$ cat config.mk
export PLATFORM = sky130hd
export DESIGN_NAME = sfc_field_capture
export DESIGN_NICKNAME = d
export VERILOG_FILES = /design/src/rtl/sfc_pkg.sv /design/src/rtl/sfc_field_capture.sv
export SDC_FILE = /design/constraint.sdc
export NUM_CORES = 1
export LEC_CHECK = 0
export ABC_AREA = 1
export CAP_MARGIN = 30
export CORE_MARGIN = 3
export CORE_UTILIZATION = 32
export CTS_BUF_LIST = sky130_fd_sc_hd__clkbuf_8
export DETAILED_ROUTE_END_ITERATION = 10
export PLACE_DENSITY = 0.65
export SLEW_MARGIN = 40
export SYNTH_ARGS = -nofsm -noshare
export SYNTH_HDL_FRONTEND = slang
export SYNTH_SLANG_ARGS = --single-unit
$ cat constraint.sdc
create_clock -name clk -period 1.9 [get_ports clk]
set_clock_uncertainty 0.05 [all_clocks]
set_input_delay 0.475 -clock clk [delete_from_list [all_inputs] [get_ports clk]]
set_output_delay 0.475 -clock clk [all_outputs]
set_load 0.05 [all_outputs]
$ cat src/rtl/sfc_pkg.sv
package sfc_pkg;

  localparam int BYTE_W = 8;
  localparam int CRC_W  = 16;
  // x^16+x^15+x^2+1, bit-reversed for LSB-first shifting
  localparam logic [CRC_W-1:0] CRC_POLY_REV = 16'hA001;

  typedef enum logic [1:0] {
    SFC_IDLE = 2'd0,
    SFC_CAPT = 2'd1,
    SFC_LOCK = 2'd2
  } sfc_state_e;

  function automatic logic [CRC_W-1:0] crc_bit_step(
    input logic [CRC_W-1:0] cur,
    input logic             din,
    input logic [CRC_W-1:0] poly
  );
    logic fb;
    fb = cur[0] ^ din;
    return (cur >> 1) ^ (fb ? poly : '0);
  endfunction

endpackage

$ cat src/rtl/sfc_field_capture.sv
module sfc_field_capture
  import sfc_pkg::*;
#(
  parameter int DW         = BYTE_W,
  parameter int ADDR_BYTES = 2,
  parameter int DATA_BYTES = 8
) (
  input  logic                     clk,
  input  logic                     rst_n,
  input  logic                     clr_i,
  input  logic                     wr_i,
  input  logic [DW-1:0]            din_i,
  output logic                     feed_o,
  output logic                     last_o,
  output logic [ADDR_BYTES*DW-1:0] addr_o,
  output logic [DW-1:0]            stat_o,
  output logic [DATA_BYTES*DW-1:0] data_o,
  output logic [2*DW-1:0]          crcrx_o
);

  localparam int STAT_IDX = ADDR_BYTES;
  localparam int DATA_IDX = STAT_IDX + 1;
  localparam int CRCL_IDX = DATA_IDX + DATA_BYTES;
  localparam int TOTAL    = CRCL_IDX + 2;
  localparam int IDX_W    = $clog2(TOTAL);

  logic [IDX_W-1:0] idx_q, idx_d;
  logic [DW-1:0]    slot_q [TOTAL];

  assign feed_o = (idx_q < IDX_W'(CRCL_IDX));
  assign last_o = (idx_q == IDX_W'(TOTAL - 1));

  always_comb begin
    idx_d = idx_q;
    if (clr_i)      idx_d = '0;
    else if (wr_i)  idx_d = last_o ? '0 : idx_q + 1'b1;
  end

  always_ff @(posedge clk or negedge rst_n) begin
    if (!rst_n)              idx_q <= '0;
    else if (clr_i || wr_i)  idx_q <= idx_d;
  end

  for (genvar k = 0; k < TOTAL; k++) begin : g_slot
    logic          s_en;
    logic [DW-1:0] s_d;
    assign s_en = clr_i | (wr_i & (idx_q == IDX_W'(k)));
    assign s_d  = clr_i ? '0 : din_i;
    always_ff @(posedge clk or negedge rst_n) begin
      if (!rst_n)     slot_q[k] <= '0;
      else if (s_en)  slot_q[k] <= s_d;
    end
  end

  for (genvar a = 0; a < ADDR_BYTES; a++) begin : g_addr
    assign addr_o[a*DW +: DW] = slot_q[a];
  end

  for (genvar d = 0; d < DATA_BYTES; d++) begin : g_data
    assign data_o[d*DW +: DW] = slot_q[DATA_IDX + d];
  end

  assign stat_o  = slot_q[STAT_IDX];
  assign crcrx_o = {slot_q[CRCL_IDX + 1], slot_q[CRCL_IDX]};

endmodule

==> metrics <==
Root Buffer=clkbuf_8; Num Clock Sinks=108; flop-to-flop setup slack=170 ps; HPWL Detailed=9.203 mm; status=finished with violations; worst setup path class=reg -> out; relative slew slack=70.23%; max cap viols=0; crit path cell chain=inv_4 -> ha_4 -> nand2_4 -> nor2_4 -> buf_12; I/O pin count=118; Fin. Hold Viols=0; max frequency=517.6 MHz; routed vias=3981; wire per inst=16.07 µm; RSZ-0062 raised after global routing=true; final setup vio count=1; layout cell share with drive strength beyond 1=30.14%; failing checks=setup timing; unique cell type count in the Yosys netlist=20; Tcrit/Tclk final=101.7%; Crit-path slowest cell=dfrtp_2; Setup TNS=-31.99 ps; leakage power=3.313 nW; Rows=42; post-synthesis instance total=491; final worst setup slack=-31.99 ps; WHS=465.1 ps; max-slew violations=0; total grt overflow=0; sequential area share after synthesis=61.03%; area grow syn2layout=40.07%; worst slew pin tran=446.5 ps; total power=0.004948 W; CTS tree=yes; clock tree buffer depth=2; Mapped Avg Cell Area=9.018 µm²; pwr/cell area=797.8 nW/µm²; Die X=123.6 µm; GP Congestion=0.8420; final critical-path required period=1932 ps; Synth Register Bits=108; drt pass-1 iters=4; syn nets=507; initial core utilization=33.04%; CP arrival=1410 ps; Worst Path Max Fanout=4; core area=13400 µm²; worst skew pair latency=380 ps; Vias/cell=4.837; Routed Antenna Nets=0; CP endpoint kind=primary output; Layout Nets=658; DRT iter0 DRCs=319; # fillers=1295; number of buffers created by CTS=9; initial antenna violation count=0; Mapped Area=4428 µm²; die area=15280 µm²; vias in the first global route=3884; Die Ht=123.6 µm; clk slew on worst S/H paths=100 ps; wire length of the first global-routing pass=20.82 mm; DRT Wirelength=13.22 mm; warnings from Yosys=0; antenna cells=0; maximum vdd ir drop=503.2 µV; GR Util All Layers=17.92%; largest net degree at the start of global routing=42; CP Launch Type=flop; worst min path class=reg -> reg; Buffers on Ports=117; drt drc=0; Slowest Stage Delay on Critical Path=480 ps; Critical Path RT=1370 ps; H-tree Lvls=3
-- through the flow --
stage | setup WS (ps) | area (µm²) | util, % | std cells
finish | -31.99 | 6202 | 46.28 | 823
global route | -82.73 | 6202 | 46.28 | 823
CTS | -63.29 | 6156 | 45.94 | 819
detailed placement | -125.1 | 5879 | 43.87 | 795
global placement | -94.80 | 5879 | 43.87 | 795
floorplan | 118.4 | 4431 | - | 491
-- cell usage in the layout, fill, tap and decap left out, types with 3 or more instances in the layout --
cell / instances
buf_12: 15
clkdlybuf4s50_1: 10
clkinv_1: 8
dfrtp_1: 105
clkbuf_8: 10
inv_1: 8
nor2_1: 5
nand2_2: 17
o21ai_0: 33
buf_4: 133
inv_2: 3
dfrtp_2: 3
nand3_1: 107
nand2_1: 169
-- final cells by class --
type | count | area (µm²) | share of cell area [%]
Inverter | 21 | 85.08 | 1.372
Timing Repair Buffer | 159 | 1409 | 22.72
Tap cell | 176 | 220.2 | 3.551
Clock inverter | 6 | 41.29 | 0.6657
Sequential cell | 108 | 2706 | 43.64
Clock buffer | 10 | 137.6 | 2.219
Multi-Input combinational cell | 343 | 1603 | 25.84
-- cells by family (layout without fill, tap and decap cells) --
group	Yosys count	count (layout)	synth area share [%]
fa+ha+maj	4	4	1.130
compound gates	36	36	4.210
flops	108	108	61.03
simple gates	303	303	29.84
buf+inv	40	196	3.787
-- cell usage after synthesis, drive strengths merged --
cell type	number	area share (%)
clkbuf	2	0.17
o211ai	1	0.17
inv	13	1.1
ha	4	1.1
a21oi	1	0.11
nand3	107	12
nand2	187	17
clkinv	8	0.68
o21ai	33	3.7
buf	17	1.8
nor2	8	0.90
dfrtp	108	61
a22o	1	0.20
nand4	1	0.14
-- power breakdown --
| part | total (W) | switching (W) | internal (W) |
|---|---|---|---|
| Combinational | 0.00115 | 0.000784 | 0.000364 |
| Clock | 0.00128 | 0.000771 | 0.000510 |
| Sequential | 0.00252 | 0.0000967 | 0.00242 |
| Total | 0.00495 | 0.00165 | 0.00330 |
-- registers in the layout (all words and copies together), names as in the netlist --
| signal | cells |
|---|---|
| idx_q | 4 |
| addr_o | 16 |
| data_o | 64 |
| stat_o | 8 |
| crcrx_o | 16 |
-- worst max-delay path, delay by kind of cell (launching register included) --
family	cells	cell delay [ps]
and+or+nand+nor	2	160
DFF	1	480
adders and majority gates	1	150
buffers and inverters	2	230
-- path summary, 6_finish.rpt --
check | startpoint | endpoint | depth (start not counted)
worst max-delay path | idx_q[1] | last_o | 5
worst min-delay path | data_o[43] | data_o[43] | 2
worst max register to register | idx_q[1] | data_o[52] | 10
worst min register to register | data_o[43] | data_o[43] | 2
max in group asynchronous | rst_n | data_o[62] | 3
min in group asynchronous | rst_n | stat_o[3] | 2
-- per-layer routing --
layer | routed length (µm) | track usage, %
met5 | 0 | 0
met4 | 266 | 6.436
met3 | 1028 | 5.722
met2 | 6287 | 28.05
met1 | 5640 | 23.40
-- what timing repair did --
item | CTS | global route
resized for setup | 13 | 4
pin swaps | 2 | 2
hold endpoints to repair | 30 | 0
gates cloned | 0 | 0
setup endpoints to repair | 2 | 2
setup buffers | 7 | 4
hold buffers | 1 | 0
Note: power is estimated with default switching activity, not from simulation.
